**config.mk**
```make
export PLATFORM = sky130hd
export DESIGN_NAME = cond_gate
export DESIGN_NICKNAME = d
export VERILOG_FILES = /design/src/rtl/cond_eval_pkg.sv /design/src/rtl/cond_flag_eval.sv /design/src/rtl/cond_result_reg.sv /design/src/rtl/cond_gate.sv
export SDC_FILE = /design/constraint.sdc
export NUM_CORES = 1
export LEC_CHECK = 0
export BUFFER_PORTS_ARGS = -buffer_cell sky130_fd_sc_hd__buf_2
export CAP_MARGIN = 0
export CORE_AREA = 2 2 39 41
export DETAILED_ROUTE_END_ITERATION = 16
export DIE_AREA = 0 0 41 43
export PLACE_DENSITY = 0.52
export SETUP_SLACK_MARGIN = 0.15
export SYNTH_ARGS = -nofsm -noshare
export SYNTH_HDL_FRONTEND = slang
export SYNTH_SLANG_ARGS = --single-unit
```
**constraint.sdc**
```tcl
create_clock -name clk_i -period 1.3 [get_ports clk_i]
set_clock_uncertainty 0.05 [all_clocks]
set_input_delay 0.13 -clock clk_i [delete_from_list [all_inputs] [get_ports clk_i]]
set_output_delay 0.13 -clock clk_i [all_outputs]
set_load 0.02 [all_outputs]
```
**src/rtl/cond_eval_pkg.sv**
```systemverilog
package cond_eval_pkg;
  localparam int unsigned COND_W    = 4;
  localparam int unsigned NUM_COND  = 1 << COND_W;
  localparam int unsigned NUM_PAIRS = 7;
  localparam int unsigned ALW_IDX   = 2 * NUM_PAIRS;
  localparam int unsigned RSV_IDX   = NUM_COND - 1;

  typedef struct packed {
    logic n;
    logic z;
    logic c;
    logic v;
  } flags_t;

  typedef enum logic [1:0] {
    ACT_IDLE    = 2'b00,
    ACT_EXEC    = 2'b01,
    ACT_ADVANCE = 2'b10
  } pipe_act_e;

  // even member of each complementary pair; odd member is its inverse
  function automatic logic pair_base(input int unsigned idx, input flags_t f);
    logic r;
    case (idx)
      0:       r = f.z;
      1:       r = f.c;
      2:       r = f.n;
      3:       r = f.v;
      4:       r = f.c & ~f.z;
      5:       r = ~(f.n ^ f.v);
      6:       r = ~f.z & ~(f.n ^ f.v);
      default: r = 1'b0;
    endcase
    return r;
  endfunction
endpackage

```
**src/rtl/cond_flag_eval.sv**
```systemverilog
module cond_flag_eval
  import cond_eval_pkg::*;
(
  input  logic [COND_W-1:0] cond_i,
  input  flags_t            flags_i,
  output logic              pass_o,
  output logic              rsv_o
);
  logic [NUM_COND-1:0] pass_vec;

  for (genvar p = 0; p < NUM_PAIRS; p++) begin : g_pair
    assign pass_vec[2*p]   = pair_base(p, flags_i);
    assign pass_vec[2*p+1] = ~pass_vec[2*p];
  end

  assign pass_vec[ALW_IDX] = 1'b1;
  if (RSV_IDX != ALW_IDX) begin : g_rsv
    assign pass_vec[RSV_IDX] = 1'b0;
  end

  assign pass_o = pass_vec[cond_i];
  assign rsv_o  = (cond_i == COND_W'(RSV_IDX));

  always_comb begin

    rsv_never_pass_chk: assert (!(rsv_o && pass_o));
  end
endmodule

```
**src/rtl/cond_result_reg.sv**
```systemverilog
module cond_result_reg
  import cond_eval_pkg::*;
(
  input  logic      clk_i,
  input  logic      rst_ni,
  input  logic      valid_i,
  input  logic      pass_i,
  input  logic      rsv_i,
  output logic      valid_o,
  output logic      exec_en_o,
  output logic      illegal_o,
  output pipe_act_e action_o
);
  always_ff @(posedge clk_i or negedge rst_ni) begin
    if (!rst_ni) begin
      valid_o   <= 1'b0;
      exec_en_o <= 1'b0;
      illegal_o <= 1'b0;
      action_o  <= ACT_IDLE;
    end else begin
      valid_o   <= valid_i;
      exec_en_o <= valid_i & pass_i;
      illegal_o <= valid_i & rsv_i;
      if (!valid_i)    action_o <= ACT_IDLE;
      else if (pass_i) action_o <= ACT_EXEC;
      else             action_o <= ACT_ADVANCE;
    end
  end


  valid_follow_chk: assert property (@(posedge clk_i) disable iff (!rst_ni)
    valid_i |=> valid_o);

  idle_quiet_chk: assert property (@(posedge clk_i) disable iff (!rst_ni)
    !valid_o |-> (action_o == ACT_IDLE && !exec_en_o && !illegal_o));

  fail_advance_chk: assert property (@(posedge clk_i) disable iff (!rst_ni)
    (valid_i && !pass_i) |=> (action_o == ACT_ADVANCE && !exec_en_o));
endmodule

```
**src/rtl/cond_gate.sv**
```systemverilog
module cond_gate
  import cond_eval_pkg::*;
(
  input  logic       clk_i,
  input  logic       rst_ni,
  input  logic       valid_i,
  input  logic [3:0] cond_i,
  input  logic [3:0] flags_i,
  output logic       pass_comb_o,
  output logic       valid_o,
  output logic       exec_en_o,
  output logic       illegal_o,
  output logic [1:0] action_o
);
  flags_t    flags;
  logic      rsv;
  pipe_act_e act;

  assign flags = flags_t'(flags_i);

  cond_flag_eval u_eval (
    .cond_i  (cond_i),
    .flags_i (flags),
    .pass_o  (pass_comb_o),
    .rsv_o   (rsv)
  );

  cond_result_reg u_reg (
    .clk_i     (clk_i),
    .rst_ni    (rst_ni),
    .valid_i   (valid_i),
    .pass_i    (pass_comb_o),
    .rsv_i     (rsv),
    .valid_o   (valid_o),
    .exec_en_o (exec_en_o),
    .illegal_o (illegal_o),
    .action_o  (act)
  );

  assign action_o = act;


  always_pass_chk: assert property (@(posedge clk_i) disable iff (!rst_ni)
    (valid_i && cond_i == 4'd14) |=> exec_en_o);

  reserved_flag_chk: assert property (@(posedge clk_i) disable iff (!rst_ni)
    (valid_i && cond_i == 4'd15) |=> (illegal_o && !exec_en_o));

  hi_ls_excl_chk: assert property (@(posedge clk_i) disable iff (!rst_ni)
    (valid_i && cond_i == 4'd8 && flags_i[2]) |=> (action_o == 2'b10));
endmodule

```
Yosys cells after proc, flatten, opt, wreduce, memory -nomap -nowiden
Index checks and enable logic that the tools add are counted.
{"block": "op_classes", "addsub": 0, "mul": 0, "div_mod_pow": 0, "n_lt_le_gt_ge": 1, "eq_ne": 1, "shifts": 0, "mux": 4, "bitwise_logic": 12, "n_reduce_logical": 0}
{"operator": "$not 1->1", "count": 7}
{"operator": "$lt 4x5->1 const B", "count": 1}
{"operator": "$and 1x1->1", "count": 4}
{"operator": "$bmux 1 s4", "count": 1}
{"operator": "$eq 4x4->1 const B", "count": 1}
{"operator": "$mux 2", "count": 2}
{"operator": "$mux 1", "count": 1}
{"operator": "$xor 1x1->1", "count": 1}
{"block": "totals", "register_bits": 5, "latch_bits": 0, "mem_bits_rw": 0, "mem_bits_ro": 0, "inputBits": 11, "out_inout_bits": 6, "wordCells": 22, "n_memories": 0}

Depth between registers and ports, before layout
Gate-level depths: netlist of run 1.
{"block": "depth", "depth_word": 8, "depth_mapped": 5, "ltp_nobuf": 4}

Cells and area by module
A second synthesis of run 1 with hierarchy kept.
{"block": "hier_totals", "cells_unflattened": 20, "hier_area_um2": 222.7}
{"mod": "cond_result_reg", "instances": 1, "cells_per_inst": 8, "area_per_inst_um2": 130.1, "seq_area_each_um2": 100.1}
{"mod": "cond_flag_eval", "instances": 1, "cells_per_inst": 12, "area_per_inst_um2": 92.6, "seq_area_each_um2": 0.0}

Worst setup path before layout of run 1
No wires, ideal clock.
{"block": "synth_timing", "path_type": "in2out", "startpoint": "input port cond_i[2]", "endpoint": "output port pass_comb_o", "arrival_ns": 1.217, "required_time_ns": 1.120, "slack_ns": -0.097, "stages": 5, "path_buffers": 1, "path_cell_list": "buf_4 -> xor2_1 -> nand2_1 -> a311o_1 -> xor2_1"}
{"block": "synth_between", "elab_chain_len": 2}
{"item": "from (decl)", "line": "cond_gate.sv:7", "text": "input logic [3:0] cond_i,"}
{"item": "$bmux 1 s4", "line": "cond_flag_eval.sv:21", "text": "assign pass_o = pass_vec[cond_i];"}
{"item": "$mux 1 (not written as such)", "line": "cond_flag_eval.sv:21"}
{"item": "to (decl)", "line": "cond_gate.sv:9", "text": "output logic pass_comb_o,"}
Every way passes these cells. The select of a mux whose other input is x is not followed.

Worst setup path after layout of run 1
Same ends and word-level chain as after synthesis.

==> metrics.txt, run 1 <==
failing checks negative setup slack; commonest non-fill, non-tap cell in the layout buf_2; share of power burned in the clock network 35.9%; leakage power total 0.221 nW; total power 0.000415 W; DPL Wire Length 415 µm; Reg power frac 32.5%; TritonCTS buffer count 3; Final period util 101%; Rows 14; Int Power 0.000304 W; top cell type's share of synthesized area 41.5%; routed wire length 489 µm; switching part of the total 26.9%; achievable clock frequency 764 MHz; grt ovf 0; share of cells above drive strength 1 50.0%; Critical Path RT 1.12 ns; Avg Inst Size Synth 10.1 µm²; Slowest cell on crit path a311o_1; Die X 41 µm; clock sinks 4; fin crit period 1.31 ns; vias in the first global route 208; Setup Buffers After CTS 0; Worst Max-Slew Pin Slew 0.203 ns; Final WS setup -0.00968 ns; Area growth syn-to-layout 74.6%; most frequent cells in the layout 13 x buf_2, 4 x mux2i_1, 4 x dfrtp_1; GP Congestion 0.697; Worst Path Class, Setup input port to output pin; CORE AREA 1380 µm²; Port Buffers 16; routed vias 241; clock buffer depth 2; final hold vios 0; Critical Path Source Type input port; initial antenna violation count 0; Vias/cell 3.89; H-tree depth 1; Fin Setup TNS -0.00968 ns; critical path peak fanout 5; drt first pass iters 2; IO Count 17; Post-Syn Area 241 µm²; Worst path max stage delay 0.37 ns; Setup crit end kind output pin; Layout fillers 153; first-pass GRT wire length 765 µm; Buf/Inv on CP 2; Switch Pwr 0.000112 W; combinational power share 31.6%; Setup violations, final 1; maxcap violations 0; register area share after synthesis 41.5%; clock slew seen by the registers of the worst setup and hold paths 0.03 ns; Final nets 59; Distinct cells, synth 12; Worst Setup Slack post-DPL -0.103 ns; DRC violations left 0; root buf cell clkbuf_4; Initial Util 17.5%; flops & latches, synth 4; synth top area cells dfrtp_1 41%, mux2i_1 17%, xor2_1 11%; post-synth top area cell dfrtp_1; VDD IR-drop max 0.263 mV; fin. max-slew vios 0; synthesized netlist cell count 24; ant diodes 0; post-synth net total 35; delay-heaviest family, CP compound AO/OA/AOI/OAI gates; crit path DAT 1.13 ns; routed wire length per instance 7.89 µm; Cell Chain, Critical Path buf_8 > mux2i_1 > nor3_1 > a311o_1 > xor2_2 > buf_6; Hold/Removal Path Class input port to register; Ys Warns 0; largest net degree at the start of global routing 6; cell area power density 985 nW/µm²; DRT iter0 DRCs 2; RSZ-0062 raised after global routing yes; die area 1760 µm²; remaining antenna violation count 0; Worst slew margin 86.5%; CTS tree done; Global Route Usage Sum 6.93%; height of the die 43 µm; status complete, but fails checks
[power by group through the flow]
stage          Sequential, W  Combinational [W]  Clock [W]
2_1_floorplan       0.000148          0.0000561          0
5_1_grt             0.000136           0.000145   0.000165
6_report            0.000135           0.000131   0.000149
3_5_place_dp        0.000137           0.000115          0
3_3_place_gp        0.000137           0.000115          0
4_1_cts             0.000135           0.000128   0.000159
[stage by stage]
step	area, µm²	cells	hold slack, ns	utilization (%)
after floorplan	249	24	-0.216	-
after global placement	357	57	-0.114	25.8
after detailed placement	357	57	-0.113	25.8
after CTS	418	62	0.0973	30.2
after global routing	422	62	0.125	30.5
final	422	62	0.106	30.5
[cell families (layout without fill, tap and decap cells)]
family          after synthesis  count (layout)  share of synthesized area (%)
simple gates                  9               9                           17.6
xor+xnor                      3               3                           10.9
buf+inv                       2              24                           6.22
mux                           4               4                           16.6
flops                         4               4                           41.5
compound gates                2               2                           7.26
[state kept, by name, summed over array words and instances (netlist names)]
register / flops
u_reg.illegal_o: 1
u_reg.exec_en_o: 1
u_reg.valid_o: 1
u_reg.action_o: 1
[metal layers]
layer	part of all wire, %	vias up	GRT usage [%]
li1	-	126	-
met1	44	100	7.74
met2	43	15	9.38
met3	13	0	3.14
met4	0	0	6.00
met5	0	-	0
[final timing paths]
check | startpoint | end | slack (ns) | cells past startpoint
max | cond_i[2] | pass_comb_o | -0.01 | 6
min | cond_i[3] | u_reg.illegal_o | 0.11 | 3
max in group asynchronous | rst_ni | u_reg.illegal_o | 0.90 | 2
min in group asynchronous | rst_ni | u_reg.valid_o | 0.18 | 2
[synth_stat cells]
cell / count
nand2b_1: 1
xor2_1: 3
nand2_1: 3
nor2_1: 2
buf_4: 2
dfrtp_1: 4
nand3_1: 1
nor3_1: 1
mux2i_1: 4
nor3b_1: 1
o21bai_1: 1
a311o_1: 1
[area by class of cell]
type	count	area (µm²)	area share (%)
sequential	4	100	23.7
timing repair buffer	21	145	34.4
tap	16	20.0	4.75
clock buffer	3	22.5	5.34
multi-input combinational	18	134	31.8
[tightest hold or removal path, delay by kind of cell]
kind,cells,cell delay [ns]
buffers and inverters,1,0.12
AND/OR/NAND/NOR,2,0.09
[repair_timing]
action	4_1_cts	5_1_grt
pin swaps	2	1
endpoints found under the setup margin	1	1
endpoints found under the hold margin	5	0
gates resized for setup	6	1
gates cloned	0	0
hold buffers	2	0
(Power assumes the default switching activity.)
==> run 2, diff against run 1 <==
--- a/config.mk
+++ b/config.mk
@@ -13,4 +13,5 @@
 export PLACE_DENSITY = 0.52
 export SETUP_SLACK_MARGIN = 0.15
+export SLEW_MARGIN = 20
 export SYNTH_ARGS = -nofsm -noshare
 export SYNTH_HDL_FRONTEND = slang
==> constraint.sdc (replaced) <==
create_clock -name clk_i -period 1.3 [get_ports clk_i]
set_clock_uncertainty 0.05 [all_clocks]
set_input_delay 0.195 -clock clk_i [delete_from_list [all_inputs] [get_ports clk_i]]
set_output_delay 0.195 -clock clk_i [all_outputs]
set_load 0.02 [all_outputs]
==> run 2 against run 1 <==
The run still ends with negative setup slack left. Global-route usage fell by 0.60 points. Maximum frequency fell by 6.8%. Routed wire length rose by 4.7%. Core utilization rose by 1.8 points. Via count rose by 4.1%. Sequential cell count did not move. Critical path type unchanged. Largest cell class unchanged.
==> metrics.txt, run 2 (synthesis gave the netlist of run 1 again) <==
status complete, but fails checks; Worst Max-Slew Pin Slew 0.137 ns; Global Route Usage Sum 6.33%; DRC violations left 0; clock sinks 4; Hold/Removal Path Class input port to register; final core occ 32.3%; ant diodes 0; Critical Path RT 1.05 ns; Worst slew margin 90.6%; drt first pass iters 4; IO Count 17; routed wl met2 284 µm; share of cells above drive strength 1 53.2%; Cell Chain, Critical Path buf_8 > mux2i_1 > nor3_1 > a311o_1 > xor2_2 > buf_6; TritonCTS buffer count 3; grt ovf 0; GP Congestion 0.681; met1 WL 181 µm; die area 1760 µm²; Initial Util 17.5%; Rows 14; height of the die 43 µm; routed wire length per instance 8.13 µm; H-tree depth 1; Port Buffers 16; Die X 41 µm; DPL Wire Length 417 µm; initial antenna violation count 0; Final period util 108%; commonest non-fill, non-tap cell in the layout buf_2; maxcap violations 0; Critical Path Source Type input port; Final WS setup -0.105 ns; Setup crit end kind output pin; first-pass GRT wire length 717 µm; fin crit period 1.41 ns; critical path peak fanout 5; root buf cell clkbuf_4; clock buffer depth 2; crit path DAT 1.16 ns; achievable clock frequency 711 MHz; FF+latch area 100 µm²; Slowest cell on crit path a311o_1; routed wire length 512 µm; Worst path max stage delay 0.36 ns; Area growth syn-to-layout 85.0%; vias in the first global route 214; area of the multi-input gates 134 µm²; cell area power density 966 nW/µm²; RSZ-0062 raised after global routing yes; leakage power total 0.233 nW; met3 wire len 46 µm; CTS tree done; total power 0.000431 W; remaining antenna violation count 0; largest net degree at the start of global routing 6; Setup violations, final 1; most frequent cells in the layout 11 x buf_2, 6 x buf_6, 4 x mux2i_1, 4 x dfrtp_1; failing checks negative setup slack; DRT iter0 DRCs 5; Vias/cell 3.98; Layout fillers 154; final hold vios 0; clock slew seen by the registers of the worst setup and hold paths 0.03 ns; VDD IR-drop max 0.254 mV; routed vias 251; CORE AREA 1380 µm²; uppermost layer routed met3; Final nets 60; Worst Path Class, Setup input port to output pin; fin. max-slew vios 0
## run 2: what timing repair did
item / CTS / global route
pin swaps: 1 / 1
hold buffers: 1 / 0
endpoints found under the setup margin: 3 / 3
buffers inserted: 1 / 1
cloned: 0 / 0
resized for setup: 7 / 3
hold endpoints to repair: 4 / 0
## run 2: final cells by class
| cell class | instances | share of cell area [%] |
|---|---|---|
| clock buffer | 3 | 5.04 |
| tap | 16 | 4.48 |
| timing repair buffer | 22 | 38.1 |
| sequential | 4 | 22.4 |
| multi-input combinational | 18 | 30.0 |
## run 2: report_power, final
group	internal, W	leakage, nW	total [W]	switching, W
Clock	0.000103	0.0138	0.000147	0.0000443
Sequential	0.000133	0.0513	0.000135	0.00000189
Combinational	0.0000830	0.168	0.000149	0.0000663
## run 2: per-stage QoR
stage | setup TNS, ns | setup WS [ns] | cell area [µm²] | std cells | hold slack [ns]
floorplan | -0.107 | -0.107 | 256 | 24 | -0.151
global placement | -0.563 | -0.258 | 357 | 57 | -0.0492
detailed placement | -0.526 | -0.249 | 357 | 57 | -0.0466
CTS | -0.149 | -0.149 | 429 | 62 | 0.0688
global route | -0.200 | -0.153 | 447 | 63 | 0.0824
finish | -0.105 | -0.105 | 447 | 63 | 0.0755
## run 2: final timing paths
check                          start         endpoint  slack (ns)  cells past startpoint
setup / recovery           cond_i[2]      pass_comb_o       -0.11                      6
hold / removal               valid_i    u_reg.valid_o        0.08                      1
max in group asynchronous     rst_ni    u_reg.valid_o        0.84                      2
min in group asynchronous     rst_ni  u_reg.exec_en_o        0.24                      2
## run 2: worst max-delay path, delay by kind of cell
family	cells	cell delay, ns
buffers and inverters	2	0.22
muxes	1	0.17
xor gates and xnor gates	1	0.16
AOI/OAI and AO/OA	1	0.36
and+or+nand+nor	1	0.06
## run 2: metal layers
layer  GRT usage [%]  vias up
li1                -      127
met1            5.16      111
met2            10.9       13
met3               0        0
met4            8.00        0
met5               0        -
